## config.mk

```make
export PLATFORM = sky130hd
export DESIGN_NAME = cfg_loader
export DESIGN_NICKNAME = d
export VERILOG_FILES = /design/src/rtl/cfgld_pkg.sv /design/src/rtl/cfgld_clkgen.sv /design/src/rtl/cfgld_txshift.sv /design/src/rtl/cfgld_rxpack.sv /design/src/rtl/cfgld_seq.sv /design/src/rtl/cfg_loader.sv
export SDC_FILE = /design/constraint.sdc
export NUM_CORES = 1
export LEC_CHECK = 0
export BUFFER_PORTS_ARGS = -buffer_cell sky130_fd_sc_hd__buf_2
export CAP_MARGIN = 20
export CORE_ASPECT_RATIO = 1.4
export CORE_MARGIN = 10
export CORE_UTILIZATION = 49
export DETAILED_ROUTE_END_ITERATION = 10
export PLACE_DENSITY = 0.68
export SLEW_MARGIN = 10
export SYNTH_ARGS = -nofsm -noshare
export SYNTH_HDL_FRONTEND = slang
export SYNTH_HIERARCHICAL = 1
export SYNTH_SLANG_ARGS = --single-unit
```

## constraint.sdc

```tcl
create_clock -name clk -period 6.2 [get_ports clk]
set_clock_uncertainty 0.2 [all_clocks]
set_input_delay 1.24 -clock clk [delete_from_list [all_inputs] [get_ports clk]]
set_output_delay 1.24 -clock clk [all_outputs]
set_load 0.03 [all_outputs]
```

## src/rtl/cfgld_pkg.sv

```systemverilog
package cfgld_pkg;

    localparam int OP_W   = 8;
    localparam int ADDR_W = 24;
    localparam int HDR_W  = OP_W + ADDR_W;
    localparam int BYTE_W = 8;

    typedef enum logic [2:0] {
        ST_IDLE,
        ST_CMD,
        ST_DATA,
        ST_CHECK,
        ST_INIT,
        ST_USER,
        ST_FAULT
    } ld_state_t;

    typedef struct packed {
        logic              valid;
        logic [BYTE_W-1:0] data;
    } ld_beat_t;

    function automatic logic [HDR_W-1:0] make_header(
        input logic [OP_W-1:0]   op,
        input logic [ADDR_W-1:0] addr
    );
        return {op, addr};
    endfunction

    function automatic int max2(input int a, input int b);
        return (a > b) ? a : b;
    endfunction

endpackage

```

## src/rtl/cfgld_clkgen.sv

```systemverilog
module cfgld_clkgen #(
    parameter int HALF_DIV = 2
) (
    input  logic clk,
    input  logic rst,
    input  logic run,
    input  logic abort,
    output logic sclk,
    output logic fall_evt
);
    localparam int CW = (HALF_DIV > 1) ? $clog2(HALF_DIV) : 1;

    logic [CW-1:0] cnt;
    logic          wrap;

    assign wrap     = run && (cnt == CW'(HALF_DIV - 1));
    assign fall_evt = wrap && sclk && !abort;

    always_ff @(posedge clk) begin
        if (rst || !run || abort) begin
            cnt  <= '0;
            sclk <= 1'b0;
        end else if (wrap) begin
            cnt  <= '0;
            sclk <= !sclk;
        end else begin
            cnt  <= cnt + 1'b1;
        end
    end

    // stopping the clock always parks it low
    assert_park_low_R4: assert property (@(posedge clk) disable iff (rst)
        (!run) |=> !sclk);

endmodule

```

## src/rtl/cfgld_txshift.sv

```systemverilog
module cfgld_txshift
    import cfgld_pkg::*;
#(
    parameter logic [OP_W-1:0]   READ_OP    = 8'h03,
    parameter logic [ADDR_W-1:0] START_ADDR = '0
) (
    input  logic clk,
    input  logic rst,
    input  logic load,
    input  logic shift,
    output logic bit_out
);
    logic [HDR_W-1:0] sh;

    always_ff @(posedge clk) begin
        if (rst) begin
            sh <= '0;
        end else if (load) begin
            sh <= make_header(READ_OP, START_ADDR);
        end else if (shift) begin
            sh <= {sh[HDR_W-2:0], 1'b0};
        end
    end

    assign bit_out = sh[HDR_W-1];

endmodule

```

## src/rtl/cfgld_rxpack.sv

```systemverilog
module cfgld_rxpack
    import cfgld_pkg::*;
(
    input  logic     clk,
    input  logic     rst,
    input  logic     clear,
    input  logic     capture,
    input  logic     din,
    output ld_beat_t beat
);
    localparam int PW = BYTE_W - 1;
    localparam int NW = $clog2(BYTE_W);

    logic [PW-1:0] partial;
    logic [NW-1:0] nbits;

    always_ff @(posedge clk) begin
        if (rst || clear) begin
            partial <= '0;
            nbits   <= '0;
            beat    <= '0;
        end else begin
            beat.valid <= 1'b0;
            if (capture) begin
                if (nbits == NW'(BYTE_W - 1)) begin
                    beat.valid <= 1'b1;
                    beat.data  <= {partial, din};
                    nbits      <= '0;
                end else begin
                    partial <= {partial[PW-2:0], din};
                    nbits   <= nbits + 1'b1;
                end
            end
        end
    end

    // a byte strobe never lasts more than one cycle
    assert_valid_pulse_R5: assert property (@(posedge clk) disable iff (rst)
        beat.valid |=> !beat.valid);

endmodule

```

## src/rtl/cfgld_seq.sv

```systemverilog
module cfgld_seq
    import cfgld_pkg::*;
#(
    parameter int STREAM_BITS = 64,
    parameter int SETTLE_CYC  = 4,
    parameter int INIT_CYC    = 16,
    parameter int PULSE_CYC   = 8
) (
    input  logic clk,
    input  logic rst,
    input  logic cfg_req_n,
    input  logic done_in,
    input  logic fall_evt,
    output logic cs_n,
    output logic run,
    output logic abort,
    output logic load,
    output logic shift,
    output logic capture,
    output logic done_pull,
    output logic status_pull,
    output logic user_mode
);
    localparam int MAXC = max2(max2(STREAM_BITS, HDR_W), max2(max2(SETTLE_CYC, INIT_CYC), PULSE_CYC));
    localparam int CW   = $clog2(MAXC + 1);

    ld_state_t     st;
    logic [CW-1:0] cnt;
    logic          loading;

    assign loading     = (st == ST_CMD) || (st == ST_DATA);
    assign abort       = loading && done_in;
    assign cs_n        = !loading;
    assign run         = loading;
    assign load        = (st == ST_IDLE) && cfg_req_n;
    assign shift       = (st == ST_CMD) && fall_evt;
    assign capture     = (st == ST_DATA) && fall_evt;
    assign done_pull   = loading || (st == ST_IDLE) || (st == ST_FAULT);
    assign status_pull = (st == ST_FAULT);
    assign user_mode   = (st == ST_USER);

    always_ff @(posedge clk) begin
        if (rst) begin
            st  <= ST_IDLE;
            cnt <= '0;
        end else begin
            unique case (st)
                ST_IDLE: begin
                    cnt <= '0;
                    if (cfg_req_n) st <= ST_CMD;
                end
                ST_CMD: begin
                    if (done_in) begin
                        st  <= ST_FAULT;
                        cnt <= '0;
                    end else if (fall_evt) begin
                        if (cnt == CW'(HDR_W - 1)) begin
                            st  <= ST_DATA;
                            cnt <= '0;
                        end else begin
                            cnt <= cnt + 1'b1;
                        end
                    end
                end
                ST_DATA: begin
                    if (done_in) begin
                        st  <= ST_FAULT;
                        cnt <= '0;
                    end else if (fall_evt) begin
                        if (cnt == CW'(STREAM_BITS - 1)) begin
                            st  <= ST_CHECK;
                            cnt <= '0;
                        end else begin
                            cnt <= cnt + 1'b1;
                        end
                    end
                end
                ST_CHECK: begin
                    if (cnt == CW'(SETTLE_CYC - 1)) begin
                        st  <= done_in ? ST_INIT : ST_FAULT;
                        cnt <= '0;
                    end else begin
                        cnt <= cnt + 1'b1;
                    end
                end
                ST_INIT: begin
                    if (cnt == CW'(INIT_CYC - 1)) begin
                        st  <= ST_USER;
                        cnt <= '0;
                    end else begin
                        cnt <= cnt + 1'b1;
                    end
                end
                ST_USER: begin
                    st <= ST_USER;
                end
                ST_FAULT: begin
                    if (cnt == CW'(PULSE_CYC - 1)) begin
                        st  <= ST_IDLE;
                        cnt <= '0;
                    end else begin
                        cnt <= cnt + 1'b1;
                    end
                end
                default: st <= ST_IDLE;
            endcase
        end
    end

    // a low request keeps the sequencer waiting
    assert_no_start_R2: assert property (@(posedge clk) disable iff (rst)
        (st == ST_IDLE && !cfg_req_n) |=> (st == ST_IDLE));

    // user mode is final
    assert_user_sticky_R10: assert property (@(posedge clk) disable iff (rst)
        (st == ST_USER) |=> (st == ST_USER));

    // a high done level during a load always leads to the fault state
    assert_early_fault_R7: assert property (@(posedge clk) disable iff (rst)
        (loading && done_in) |=> (st == ST_FAULT));

endmodule

```

## src/rtl/cfg_loader.sv

```systemverilog
module cfg_loader
    import cfgld_pkg::*;
#(
    parameter int                HALF_DIV    = 2,
    parameter int                STREAM_BITS = 64,
    parameter int                SETTLE_CYC  = 4,
    parameter int                INIT_CYC    = 16,
    parameter int                PULSE_CYC   = 8,
    parameter logic [OP_W-1:0]   READ_OP     = 8'h03,
    parameter logic [ADDR_W-1:0] START_ADDR  = 24'h000000
) (
    input  logic              clk,
    input  logic              rst,
    input  logic              cfg_req_n,
    input  logic              flash_din,
    input  logic              done_in,
    output logic              flash_cs_n,
    output logic              flash_sclk,
    output logic              flash_cmd,
    output logic              done_pull,
    output logic              status_pull,
    output logic [BYTE_W-1:0] byte_data,
    output logic              byte_valid,
    output logic              user_mode
);
    logic     run;
    logic     abort;
    logic     fall_evt;
    logic     load;
    logic     shift;
    logic     capture;
    ld_beat_t beat;

    cfgld_seq #(
        .STREAM_BITS (STREAM_BITS),
        .SETTLE_CYC  (SETTLE_CYC),
        .INIT_CYC    (INIT_CYC),
        .PULSE_CYC   (PULSE_CYC)
    ) u_seq (
        .clk         (clk),
        .rst         (rst),
        .cfg_req_n   (cfg_req_n),
        .done_in     (done_in),
        .fall_evt    (fall_evt),
        .cs_n        (flash_cs_n),
        .run         (run),
        .abort       (abort),
        .load        (load),
        .shift       (shift),
        .capture     (capture),
        .done_pull   (done_pull),
        .status_pull (status_pull),
        .user_mode   (user_mode)
    );

    cfgld_clkgen #(
        .HALF_DIV (HALF_DIV)
    ) u_clkgen (
        .clk      (clk),
        .rst      (rst),
        .run      (run),
        .abort    (abort),
        .sclk     (flash_sclk),
        .fall_evt (fall_evt)
    );

    cfgld_txshift #(
        .READ_OP    (READ_OP),
        .START_ADDR (START_ADDR)
    ) u_tx (
        .clk     (clk),
        .rst     (rst),
        .load    (load),
        .shift   (shift),
        .bit_out (flash_cmd)
    );

    cfgld_rxpack u_rx (
        .clk     (clk),
        .rst     (rst),
        .clear   (load),
        .capture (capture),
        .din     (flash_din),
        .beat    (beat)
    );

    assign byte_data  = beat.data;
    assign byte_valid = beat.valid;

    // no clock activity with the flash deselected
    assert_sclk_idle_R4: assert property (@(posedge clk) disable iff (rst)
        flash_cs_n |-> !flash_sclk);

    // command output holds while the serial clock is high
    assert_cmd_stable_R3: assert property (@(posedge clk) disable iff (rst)
        (!flash_cs_n && flash_sclk) |-> $stable(flash_cmd));

    // status is reported only with the flash deselected
    assert_status_cs_R7: assert property (@(posedge clk) disable iff (rst)
        status_pull |-> flash_cs_n);

    // the done line is released only outside a load
    assert_release_R6: assert property (@(posedge clk) disable iff (rst)
        (!done_pull) |-> flash_cs_n);

    // user mode implies the done line is released
    assert_user_done_R10: assert property (@(posedge clk) disable iff (rst)
        user_mode |-> (!done_pull && flash_cs_n));

endmodule

```

## Word-level counts from Yosys, hierarchy flattened

Cells that the tools add are included.

| storage, ports and cells | value |
|---|---|
| register bits | 39 |
| bits of input ports | 5 |
| output and inout bits | 15 |
| logic and storage cells | 87 |

| operators by class | value |
|---|---|
| $add $sub $neg | 3 |
| eq/ne operators | 20 |
| mux-type cells | 26 |
| bitwise logic cells | 2 |
| reductions and logical operators | 26 |

Operators with widths:

| cell | count |
|---|---|
| $mux 7 | 9 |
| $mux 26 | 2 |
| $pmux 7 s6 | 1 |
| $mux 3 | 11 |
| $pmux 3 s7 | 1 |
| $eq 3x3->1 const B | 4 |
| $mux 9 | 1 |
| $reduce_and 8->1 | 1 |
| $add 7x1->7 const B | 1 |
| $eq 7x2->1 const B | 1 |
| $eq 7x3->1 const B | 1 |
| $eq 7x4->1 const B | 1 |
| $eq 7x5->1 const B | 1 |
| $eq 7x6->1 const B | 1 |
| $logic_and 1x1->1 | 7 |
| $eq 3x2->1 const B | 2 |
| $logic_or 1x1->1 | 6 |
| $ne 2x1->1 const B | 3 |
| $ne 3x2->1 const B | 2 |
| $ne 3x3->1 const B | 2 |
| $reduce_bool 6->1 | 1 |
| $reduce_or 2->1 | 3 |
| $reduce_and 2->1 | 2 |
| $add 3x1->3 const B | 1 |
| other kinds (9) | 12 |

## Longest topological paths before layout

Gate-level depths: netlist (run 1).

| logic depth | value |
|---|---|
| depth after elaboration | 8 |
| depth in mapped cells | 13 |
| gate-level depth less buffers | 9 |

## Hierarchy

The synthesis (run 1) kept the hierarchy.

Modules (own cells, without submodules):

| module | instances | cells an instance | area an instance (um^2) | seq. area each (um^2) |
|---|---|---|---|---|
| cfgld_seq | 1 | 130 | 948.4 | 200.2 |
| cfgld_rxpack | 1 | 79 | 744.5 | 380.4 |
| cfgld_txshift | 1 | 28 | 295.3 | 160.2 |
| cfgld_clkgen | 1 | 7 | 76.3 | 40.0 |

## Worst setup path before layout (run 1)

Ideal clock, no wire load.

| timing path | value |
|---|---|
| path type | input port to flip-flop |
| start point | in done_in |
| end point | reg u_seq.cnt[4] |
| library setup time | 0.133 ns |
| arrival | 2.712 ns |
| data required time | 5.867 ns |
| slack | 3.155 ns |
| stages on the path | 9 |
| buffers on the path | 2 |
| cells stage by stage | clkbuf_1 > and2_1 > and4b_2 > nor3_1 > o21ai_1 > and2_1 > clkbuf_1 > a22oi_1 > nor3_1 |

| between the ends | value |
|---|---|
| longest elaborated chain between the ends | 5 |
| elaborated cells on any way between the ends | 9 |
| classes of those cells | 2 x eq/ne; 3 x mux; 4 x reduce/logical |

RTL lines:

| item | RTL line | text |
|---|---|---|
| start, declared | cfg_loader.sv:16 | `input logic done_in,` |
| $logic_and 1x1->1 * | cfgld_seq.sv:32 | `assign abort = loading && done_in;` |
| via abort | cfg_loader.sv:27 | `logic abort;` |
| $logic_not 1->1 * | cfgld_clkgen.sv:17 | `assign fall_evt = wrap && sclk && !abort;` |
| $logic_and 1x1->1 * | cfgld_clkgen.sv:17 |  |
| via fall_evt | cfg_loader.sv:28 | `logic fall_evt;` |
| $ne 3x2->1 (no line) | n/a |  |
| $reduce_and 3->1 (no line) * | n/a |  |
| end signal, assigned | cfgld_seq.sv:61 | `cnt <= cnt + 1'b1;` |
| end signal, assigned | cfgld_seq.sv:74 | `cnt <= cnt + 1'b1;` |
| end signal, assigned | cfgld_seq.sv:83 | `cnt <= cnt + 1'b1;` |
| end, declared | cfgld_seq.sv:28 | `logic [CW-1:0] cnt;` |

Mark *: on every way through the listed nets, which the timed path passes. The rest lies on a longest branch.
A chain may end at the register's enable or synchronous reset.

## Worst setup path after layout (run 1)

| timing path | value |
|---|---|
| start point | reg u_seq.st[1] |
| end point | reg u_rx.partial[4] |

| between the ends | value |
|---|---|
| longest elaborated chain between the ends | 7 |
| elaborated cells on any way between the ends | 13 |
| classes of those cells | 2 x eq/ne; 11 x reduce/logical |

RTL lines:

| item | RTL line | text |
|---|---|---|
| start, declared | cfgld_seq.sv:27 | `ld_state_t st;` |
| start signal, assigned | cfgld_seq.sv:80 | `st <= done_in ? ST_INIT : ST_FAULT;` |
| $eq 3x1->1 / $eq 3x2->1 (equally long branches) | cfgld_seq.sv:31 | `assign loading = (st == ST_CMD) \|\| (st == ST_DATA);` |
| $logic_or 1x1->1 * | cfgld_seq.sv:31 |  |
| via run | cfg_loader.sv:26 | `logic run;` |
| $logic_and 1x1->1 * | cfgld_seq.sv:32 |  |
| via abort | cfg_loader.sv:27 |  |
| $logic_not 1->1 * | cfgld_clkgen.sv:17 |  |
| $logic_and 1x1->1 * | cfgld_clkgen.sv:17 |  |
| via fall_evt | cfg_loader.sv:28 |  |
| $logic_and 1x1->1 * | cfgld_seq.sv:37 | `assign capture = (st == ST_DATA) && fall_evt;` |
| via capture | cfg_loader.sv:31 | `logic capture;` |
| $reduce_and 2->1 (no line) * | n/a |  |
| end signal, assigned | cfgld_rxpack.sv:30 | `partial <= {partial[PW-2:0], din};` |
| end, declared | cfgld_rxpack.sv:14 | `logic [PW-1:0] partial;` |

Marks and branches as above.

==> key figures, run 1 <==
Worst setup path
  – Critical path data arrival time: 3.22 ns
  – Crit path top cell by count: nor2_1
  – Critical path's slowest cell: dfxtp_1
  – CP Cell Sequence: xnor2_1 > nor2_1 > and2_1 > and4b_2 > and3_1 > nand2b_1 > mux2i_1 > nor2_1
  – WP data required: 6.16 ns
  – Worst path max stage delay: 0.88 ns
  – Reg2Reg Launch Point: u_seq/st[1]$_SDFFE_PP0P_
  – CP Capture Type: flop
  – CP Launch Point: u_seq/st[1]$_SDFFE_PP0P_
  – CP Class: flop to flop
  – Top fanout value on the critical path: 26
  – Setup crit start kind: flop

Placed design
  – Pre-CTS setup slack: 2.78 ns
  – Routability congestion estimate: 0.817
  – Dpl cell area: 2100 um2
  – Buffers on Ports: 19
  – DP HPWL: 2.92 mm

STA
  – Worst-Margin Slew: 0.851 ns
  – RSZ-0062 raised after global routing: false
  – Setup TNS: 0 ns
  – Hold Vio Cnt, Final: 0
  – Period minus WS final: 3.26 ns
  – Setup slack after layout: 2.94 ns
  – F_max: 307 MHz
  – Final Setup Violations: 0
  – Rel. slew slack: 43.2%
  – Slew Limit Fails: 0
  – Final period util: 52.5%

Route
  – Vias per cell: 5.86
  – Final wirelength: 4.08 mm
  – Drt initial violations: 138
  – Via Count: 1740
  – First-pass iteration count of the detailed router: 4
  – Post-DRT Antenna Nets: 0
  – # DRC: 0
  – Detailed-route wire length per cell: 13.7 um

Synthesis
  – Synth async-reset ratio: 0%
  – Synth area leader: dfxtp_1
  – Synth area leaders: dfxtp_1 38%, mux2i_1 7.8%, nor2_1 6.2%
  – #FFs+latches synth: 39
  – Post-synthesis cell area: 2060 um2
  – Ys flop type: dfxtp_1
  – Post-Syn Instances: 244
  – Synth top area share: 37.8%
  – Top post-synthesis cells by count: 39 x dfxtp_1, 34 x nor2_1, 19 x nand2_1, 18 x a21oi_1, 16 x mux2i_1
  – Synth Area per Inst: 8.46 um2
  – Synth warn: 6
  – Sequential area share after synthesis: 37.8%
  – Net count after synthesis: 253
  – Dominant cell by count in the synthesized netlist: dfxtp_1
  – Synth cell types: 54
  – Post-synth EDFFs: 0

Layout
  – # diodes: 0
  – Layout area overhead: 8.30%
  – Fin util: 55.6%
  – # nets final: 262
  – Share of cells above drive strength 1: 14.2%
  – Final instance area: 2240 um2

Die
  – Number of core rows: 27
  – Die W: 74.9 um
  – # IOs: 20
  – Die Area: 7250 um2
  – Die Span Y: 96.8 um
  – Initial Utilization: 51.4%
  – Core Area: 4020 um2

Pwr
  – PwrDens: 368 nW/um2
  – Max VDD drop: 0.196 mV
  – Total leakage power: 0.886 nW

Hold path
  – Hold_sp: u_clkgen/cnt$_SDFF_PP0_
  – Worst hold path type: flop to flop

Global route
  – M2 GR Usage: 20.2%
  – Met3 usage: 3.27%
  – Met1 usage in global routing: 14.2%
  – Vias in the first global route: 1684
  – Global-route wire length before repair: 7.39 mm
  – Gr usage total: 12.2%
  – Largest net degree at the start of global routing: 27
  – Antenna violations before repair: 0
  – Top Usage Layer GRT: met2
  – Congestion Overflow GR: 0

CTS
  – Clock Tree Buf Depth: 2
  – Clk root buf: clkbuf_8
  – Post-CTS Setup Bufs: 0
  – Worst-Skew Late Latency: 0.29 ns
  – CTS buffer count: 5
  – CTS tree: yes
  – Cts repair resizes: 0
  – Max H-tree Level: 2
  – Hold-fix buffers, CTS: 0
  – Clk sinks: 39
  – Worst-path clk slew: 0.08 ns

Run
  – Max Cap Viol: 0

Status
  – Status: finished, final reports clean
-- state kept, by name, summed over array words and instances (netlist names) --
| signal | cells |
|---|---|
| u_clkgen/cnt | 1 |
| u_tx/sh | 8 |
| u_clkgen/sclk | 1 |
| u_rx/nbits | 3 |
| u_seq/cnt | 7 |
| u_rx/partial | 7 |
| u_rx/beat | 9 |
| u_seq/st | 3 |
-- per-layer routing --
metal / up-vias / share of wire [%]
met5: - / 0
met4: 0 / 1.2
met3: 4 / 5.2
met2: 40 / 50
met1: 811 / 44
li1: 885 / -
-- through the flow --
step	total power [mW]	hold WS (ns)	std cells
5_1_grt	0.876	0.271	297
2_1_floorplan	0.539	0.222	244
6_report	0.823	0.252	297
3_3_place_gp	0.582	0.238	289
3_5_place_dp	0.582	0.245	289
4_1_cts	0.831	0.256	297
-- cells in the final DEF (no fill, tap or decap), types with 3 or more instances in the layout --
cell type  count
a21oi_1       18
a31oi_1        3
and3_1         4
buf_2         19
clkbuf_8       5
dfxtp_1       39
ha_1           4
inv_1          6
mux2i_1       16
nand2_1       19
nand2b_1       5
nand3_1       13
nor2_1        34
nor2b_1        3
nor3_1         9
nor3b_1        3
o211ai_1       4
o21ai_0        5
-- cells by family (layout without fill, tap and decap cells) --
logic type / Yosys count / after routing / share of synthesized area, %
mux: 16 / 16 / 7.76
flops: 39 / 39 / 37.8
buf+inv: 25 / 35 / 6.97
xor+xnor: 3 / 3 / 1.27
fa+ha+maj: 4 / 4 / 2.42
simple gates: 108 / 108 / 27.2
compound gates: 49 / 49 / 16.6
-- final timing paths --
kind                                                      to  slack (ns)  cells past startpoint
worst max-delay path            u_rx/partial[4]$_SDFFE_PP0P_        2.94                      8
worst min-delay path                 u_clkgen/cnt$_SDFF_PP0_        0.25                      1
worst max register to register  u_rx/partial[4]$_SDFFE_PP0P_        2.94                      8
worst min register to register       u_clkgen/cnt$_SDFF_PP0_        0.25                      1
-- area by class of cell --
type / count / area, um2
Fill cell: 387 / 1780
Multi-Input combinational cell: 180 / 1140
Sequential cell: 39 / 781
Timing Repair Buffer: 20 / 103
Clock buffer: 6 / 72.6
Clock inverter: 2 / 60.1
Tap cell: 43 / 53.8
Inverter: 7 / 26.3
-- where the power goes --
part           internal (mW)  switching, mW  total, mW
sequential             0.269         0.0496      0.318
clock                  0.161         0.0867      0.248
combinational         0.0995          0.157      0.257
total                  0.529          0.294      0.823
-- worst max-delay path: cells and delay by family (launching register included) --
kind | cells | cell delay (ns)
and+or+nand+nor | 6 | 1.57
DFF | 1 | 0.88
muxes | 1 | 0.25
xor gates and xnor gates | 1 | 0.22
Power figures use the tool's default switching activity.
==> run 2, diff against run 1 <==
==> constraint.sdc (replaced) <==
create_clock -name clk -period 3.33 [get_ports clk]
set_clock_uncertainty 0.2 [all_clocks]
set_input_delay 0.666 -clock clk [delete_from_list [all_inputs] [get_ports clk]]
set_output_delay 0.666 -clock clk [all_outputs]
set_load 0.03 [all_outputs]
==> run 2 against run 1 <==
  * Sequential cell count is the same
  * Sequential share of layout area shrank 0.35 points
  * Clock power grew 87%
  * Maximum frequency grew 18%
  * Worst hold slack is essentially flat
  * Cell count grew 1.0%
  * Clock-buffer cell count is the same
  * Power grew 89%
  * Non-clock buffer count grew 3
  * Critical endpoint unchanged
==> key figures, run 2 (same netlist as run 1, synthesis figures left out) <==
Status
  – Status: finished, final reports clean

Placed design
  – Dpl cell area: 2130 um2 (+1.1%)
  – Routability congestion estimate: 0.855 (+4.6%)
  – DP HPWL: 2.98 mm (+1.9%)
  – Pre-CTS setup slack: 0.616 ns (-2.17 ns)
  – Buffers on Ports: 19 (unchanged)

STA
  – Setup TNS: 0 ns (unchanged)
  – Slew Limit Fails: 0 (unchanged)
  – Worst-Margin Slew: 0.622 ns (-0.230 ns)
  – Rel. slew slack: 58.5% (+15 points)
  – RSZ-0062 raised after global routing: false
  – Period minus WS final: 2.76 ns (-0.496 ns)
  – Final Setup Violations: 0 (unchanged)
  – Setup slack after layout: 0.568 ns (-2.37 ns)
  – Hold Vio Cnt, Final: 0 (unchanged)
  – F_max: 362 MHz (+18%)
  – Final period util: 83.0% (+30 points)

CTS
  – Clk root buf: clkbuf_8
  – Post-CTS Setup Bufs: 0 (unchanged)
  – CTS buffer count: 5 (unchanged)
  – Worst-Skew Late Latency: 0.29 ns (about the same)
  – Worst-path clk slew: 0.08 ns (about the same)
  – Max H-tree Level: 2 (unchanged)
  – Clk sinks: 39 (unchanged)
  – Clock Tree Buf Depth: 2 (unchanged)
  – CTS tree: yes
  – Hold-fix buffers, CTS: 0 (unchanged)
  – Cts repair resizes: 0 (unchanged)

Global route
  – Antenna violations before repair: 0 (unchanged)
  – Global-route wire length before repair: 7.19 mm (-2.7%)
  – Vias in the first global route: 1595 (-5.3%)
  – Gr usage total: 12.4% (+0.17 points)
  – Congestion Overflow GR: 0 (unchanged)
  – Largest net degree at the start of global routing: 26 (-3.7%)

Worst setup path
  – Worst r2r path cells: 8 (unchanged)
  – Crit path top cell by count: nor2_1
  – Worst path max stage delay: 0.64 ns (-0.24 ns)
  – CP Capture Type: flop
  – WP data required: 3.29 ns (-2.87 ns)
  – Critical path data arrival time: 2.72 ns (-0.50 ns)
  – CP Class: flop to flop
  – Setup crit start kind: flop
  – Top fanout value on the critical path: 16 (-38%)
  – CP Cell Sequence: xnor2_1 > nor2_1 > and2_1 > and4b_2 > and3_1 > nand2b_1 > mux2i_1 > nor2_1
  – Critical path's slowest cell: dfxtp_1

Pwr
  – Clk pwr share: 29.9% (-0.2 points)
  – Design Power: 1.55 mW (+89%)
  – P_int: 0.996 mW (+88%)
  – Switch Pwr: 0.555 mW (+89%)
  – Sw Ratio: 35.8% (+0.098 points)
  – PwrDens: 687 nW/um2 (+87%)
  – Total leakage power: 0.902 nW (+1.8%)
  – Sequential power share: 35.0% (-3.7 points)
  – Combinational Power Share: 35.0% (+3.8 points)
  – Max VDD drop: 0.490 mV (+150%)

Layout
  – Final instance area: 2260 um2 (+1.0%)
  – Max FFs per register: 9 (unchanged)
  – Fin util: 56.2% (+0.56 points)
  – Largest Register: u_rx/beat
  – # nets final: 265 (+1.1%)
  – Top Registers: u_rx/beat: 9 flops, u_tx/sh: 8 flops
  – # diodes: 0 (unchanged)
  – Layout area overhead: 9.39%
  – Most frequent cells in the layout: 39 x dfxtp_1, 34 x nor2_1, 19 x buf_2, 19 x nand2_1, 18 x a21oi_1
  – Share of cells above drive strength 1: 15.2% (+1.0 points)
  – Most common cell after layout, fill and taps aside: dfxtp_1

Route
  – Final wirelength: 4.25 mm (+4.1%)
  – Post-DRT Antenna Nets: 0 (unchanged)
  – First-pass iteration count of the detailed router: 4 (unchanged)
  – Detailed-route wire length per cell: 14.2 um (+3.1%)
  – Via Count: 1719 (-1.2%)
  – Vias per cell: 5.73 (-2.2%)
  – Drt initial violations: 111 (-20%)
  – # DRC: 0 (unchanged)

Die
  – # IOs: 20 (unchanged)
  – Die Span Y: 96.8 um (unchanged)
  – Initial Utilization: 51.4% (unchanged)
  – Die Area: 7250 um2 (unchanged)
  – Core Area: 4020 um2 (unchanged)
  – Number of core rows: 27 (unchanged)
  – Die W: 74.9 um (unchanged)

Hold path
  – WHS Path Cells: 2 (+1)
  – Worst hold path type: flop to flop

Run
  – Max Cap Viol: 0 (unchanged)
-- run 2: power groups by stage --
stage | Combinational, mW | Clock [mW] | Sequential, mW
final | 0.543 | 0.464 | 0.543
after global routing | 0.609 | 0.498 | 0.550
after CTS | 0.543 | 0.476 | 0.545
after detailed placement | 0.541 | 0 | 0.555
after global placement | 0.536 | 0 | 0.555
after floorplan | 0.467 | 0 | 0.536
-- run 2: metrics by stage --
step / cells / hold WS (ns)
finish: 300 / 0.252
global route: 300 / 0.279
CTS: 300 / 0.254
detailed placement: 292 / 0.243
global placement: 292 / 0.238
floorplan: 244 / 0.222
-- run 2: worst paths after layout --
kind / startpoint / endpoint / slack, ns
worst max-delay path: u_seq/st[0]$_SDFFE_PP0P_ / u_rx/partial[4]$_SDFFE_PP0P_ / 0.57
worst min-delay path: u_rx/beat[4]$_SDFFE_PP0P_ / u_rx/beat[4]$_SDFFE_PP0P_ / 0.25
worst max register to register: u_seq/st[0]$_SDFFE_PP0P_ / u_rx/partial[4]$_SDFFE_PP0P_ / 0.57
worst min register to register: u_rx/beat[4]$_SDFFE_PP0P_ / u_rx/beat[4]$_SDFFE_PP0P_ / 0.25
-- run 2: worst max-delay path, delay by kind of cell, from the launching register on --
family | cells | cell delay, ns
muxes | 1 | 0.27
DFF | 1 | 0.64
xor gates and xnor gates | 1 | 0.20
and+or+nand+nor | 6 | 1.32
-- run 2: layer usage --
layer	track usage (%)	routed length, um	part of all wire [%]
met3	3.67	214	5.0
met5	0	0	0
met2	19.2	2020	48
met1	14.4	1880	44
met4	7.27	133	3.1
-- run 2: cell type report --
class                      count  area [um2]
timing repair buffer          23         125
fill                         375        1760
clock buffer                   6        72.6
inverter                       7        26.3
tap                           43        53.8
multi-input combinational    180        1140
clock inverter                 2        60.1
sequential                    39         781
==> run 3, diff against run 2 <==
==> constraint.sdc (replaced) <==
create_clock -name clk -period 2.75 [get_ports clk]
set_clock_uncertainty 0.2 [all_clocks]
set_input_delay 0.55 -clock clk [delete_from_list [all_inputs] [get_ports clk]]
set_output_delay 0.55 -clock clk [all_outputs]
set_load 0.03 [all_outputs]
==> run 3 against run 2 <==
  * Design area is 1.6% lower
  * Routed wire length is 0.59% higher
  * Die area stayed put
  * Sequential share of layout area is 0.56 points higher
  * Cell count is 0.67% higher
  * Combinational power is 29% higher
==> key figures, run 3 (same netlist as run 1, synthesis figures left out) <==
Status
  – Status: finished, final reports clean

CTS
  – CTS buffer count: 5 (unchanged)
  – Clk root buf: clkbuf_8
  – Clock Tree Buf Depth: 2 (unchanged)
  – Post-CTS Setup Bufs: 0 (unchanged)
  – Max H-tree Level: 2 (unchanged)
  – Clk sinks: 39 (unchanged)
  – Worst-Skew Late Latency: 0.28 ns (about the same)
  – Cts repair resizes: 0 (unchanged)
  – Hold-fix buffers, CTS: 0 (unchanged)
  – Worst-path clk slew: 0.07 ns (about the same)
  – CTS tree: yes

STA
  – Setup slack after layout: 0.388 ns (-0.180 ns)
  – Hold Vio Cnt, Final: 0 (unchanged)
  – Period minus WS final: 2.36 ns (-0.400 ns)
  – F_max: 423 MHz (+17%)
  – Final period util: 85.9% (+2.9 points)
  – Setup TNS: 0 ns (unchanged)
  – Worst-Margin Slew: 0.608 ns (-0.0139 ns)
  – Rel. slew slack: 59.5% (+0.93 points)
  – Slew Limit Fails: 0 (unchanged)
  – RSZ-0062 raised after global routing: false
  – Final Setup Violations: 0 (unchanged)

Layout
  – # fillers: 401 (+6.9%)
  – # nets final: 267 (+0.75%)
  – # diodes: 0 (unchanged)
  – Top Registers: u_rx/beat: 9 flops, u_tx/sh: 8 flops
  – Max FFs per register: 9 (unchanged)
  – Share of cells above drive strength 1: 15.4% (+0.27 points)
  – Largest Register: u_rx/beat
  – Most frequent cells in the layout: 39 x dfxtp_1, 34 x nor2_1, 19 x buf_2, 19 x nand2_1, 18 x a21oi_1
  – Most common cell after layout, fill and taps aside: dfxtp_1
  – Layout area overhead: 7.64%

Die
  – Die W: 74.9 um (unchanged)
  – Core Area: 4020 um2 (unchanged)
  – Die Span Y: 96.8 um (unchanged)
  – Initial Utilization: 51.4% (unchanged)
  – # IOs: 20 (unchanged)
  – Die Area: 7250 um2 (unchanged)
  – Number of core rows: 27 (unchanged)

Route
  – Final wirelength: 4.27 mm (+0.59%)
  – First-pass iteration count of the detailed router: 4 (unchanged)
  – Detailed-route wire length per cell: 14.2 um (about the same)
  – Vias per cell: 5.64 (-1.6%)
  – Drt initial violations: 124 (+12%)
  – # DRC: 0 (unchanged)
  – Post-DRT Antenna Nets: 0 (unchanged)
  – Via Count: 1702 (-0.99%)

Worst setup path
  – CP Class: flop to flop
  – CP Capture Type: flop
  – Critical path data arrival time: 2.39 ns (-0.33 ns)
  – Setup crit start kind: flop
  – Top fanout value on the critical path: 8 (-8)
  – WP data required: 2.78 ns (-0.51 ns)

Hold path
  – Worst hold path type: flop to flop

Global route
  – Antenna violations before repair: 0 (unchanged)
  – Largest net degree at the start of global routing: 26 (unchanged)
  – Global-route wire length before repair: 7.17 mm (-0.28%)
  – Vias in the first global route: 1625 (+1.9%)
  – Gr usage total: 12.1% (-0.23 points)
  – Congestion Overflow GR: 0 (unchanged)

Placed design
  – Pre-CTS setup slack: 0.340 ns (-0.277 ns)
  – Buffers on Ports: 19 (unchanged)
  – DP HPWL: 3.03 mm (+1.8%)
  – Routability congestion estimate: 0.832 (-2.7%)

Pwr
  – Total leakage power: 0.890 nW (-1.4%)
  – Design Power: 1.70 mW (+9.6%)
  – PwrDens: 765 nW/um2 (+11%)
  – Max VDD drop: 0.480 mV (-2.1%)

Run
  – Max Cap Viol: 0 (unchanged)
run 3: changes by cell type in the layout (fill, tap and decap cells not counted):
cell       previous run  this run
buf_4                 4         6
clkbuf_1              1         2
bufinv_16             2         0
clkinv_2              0         1
run 3: critical path, stage by stage, from the launching register on:
cell	delay (ns)
dfxtp_1	0.32
xnor2_1	0.22
nor2_1	0.10
and2_1	0.17
and4b_2	0.36
o21ai_0	0.10
a211oi_1	0.40
o22ai_1	0.17
nor2_1	0.13
o211a_1	0.14
run 3: cell type report:
cell class | count | area, um2 | area share [%]
clock inverters | 1 | 5.00 | 0.225
clock buffers | 7 | 76.3 | 3.43
inverters | 7 | 26.3 | 1.18
well taps | 43 | 53.8 | 2.42
multi-input cells | 180 | 1140 | 51.3
repair buffers | 25 | 140 | 6.31
flip-flops and latches | 39 | 781 | 35.1
run 3: report_power, final:
| group | leakage, nW | switching [mW] | total, mW | internal (mW) |
|---|---|---|---|---|
| Sequential | 0.315 | 0.0319 | 0.638 | 0.606 |
| Combinational | 0.532 | 0.452 | 0.699 | 0.247 |
| Clock | 0.0422 | 0.185 | 0.363 | 0.178 |
run 3: worst paths after layout:
path,from,to,slack (ns),cells past startpoint
min reg2reg,u_rx/beat[0]$_SDFFE_PP0P_,u_rx/beat[0]$_SDFFE_PP0P_,0.25,2
max reg2reg,u_seq/st[0]$_SDFFE_PP0P_,u_seq/cnt[6]$_SDFFE_PP0P_,0.39,9
min,u_rx/beat[0]$_SDFFE_PP0P_,u_rx/beat[0]$_SDFFE_PP0P_,0.25,2
max,u_seq/st[0]$_SDFFE_PP0P_,u_seq/cnt[6]$_SDFFE_PP0P_,0.39,9
run 3: per-layer routing:
metal | global-route usage, % | vias up | share of wire (%)
met5 | 0 | - | 0
met4 | 7.27 | 0 | 2.0
met3 | 3.06 | 6 | 5.9
met2 | 18.8 | 47 | 48
met1 | 14.3 | 759 | 44
li1 | - | 890 | -
run 3: per-stage QoR:
step                      hold slack, ns  cell area [um2]  std cells  utilization (%)
after global placement             0.240             2140        294             53.3
final                              0.250             2220        302             55.3
after detailed placement           0.245             2140        294             53.3
after CTS                          0.255             2220        302             55.3
after global routing               0.277             2220        302             55.3
after floorplan                    0.222             2060        244                -
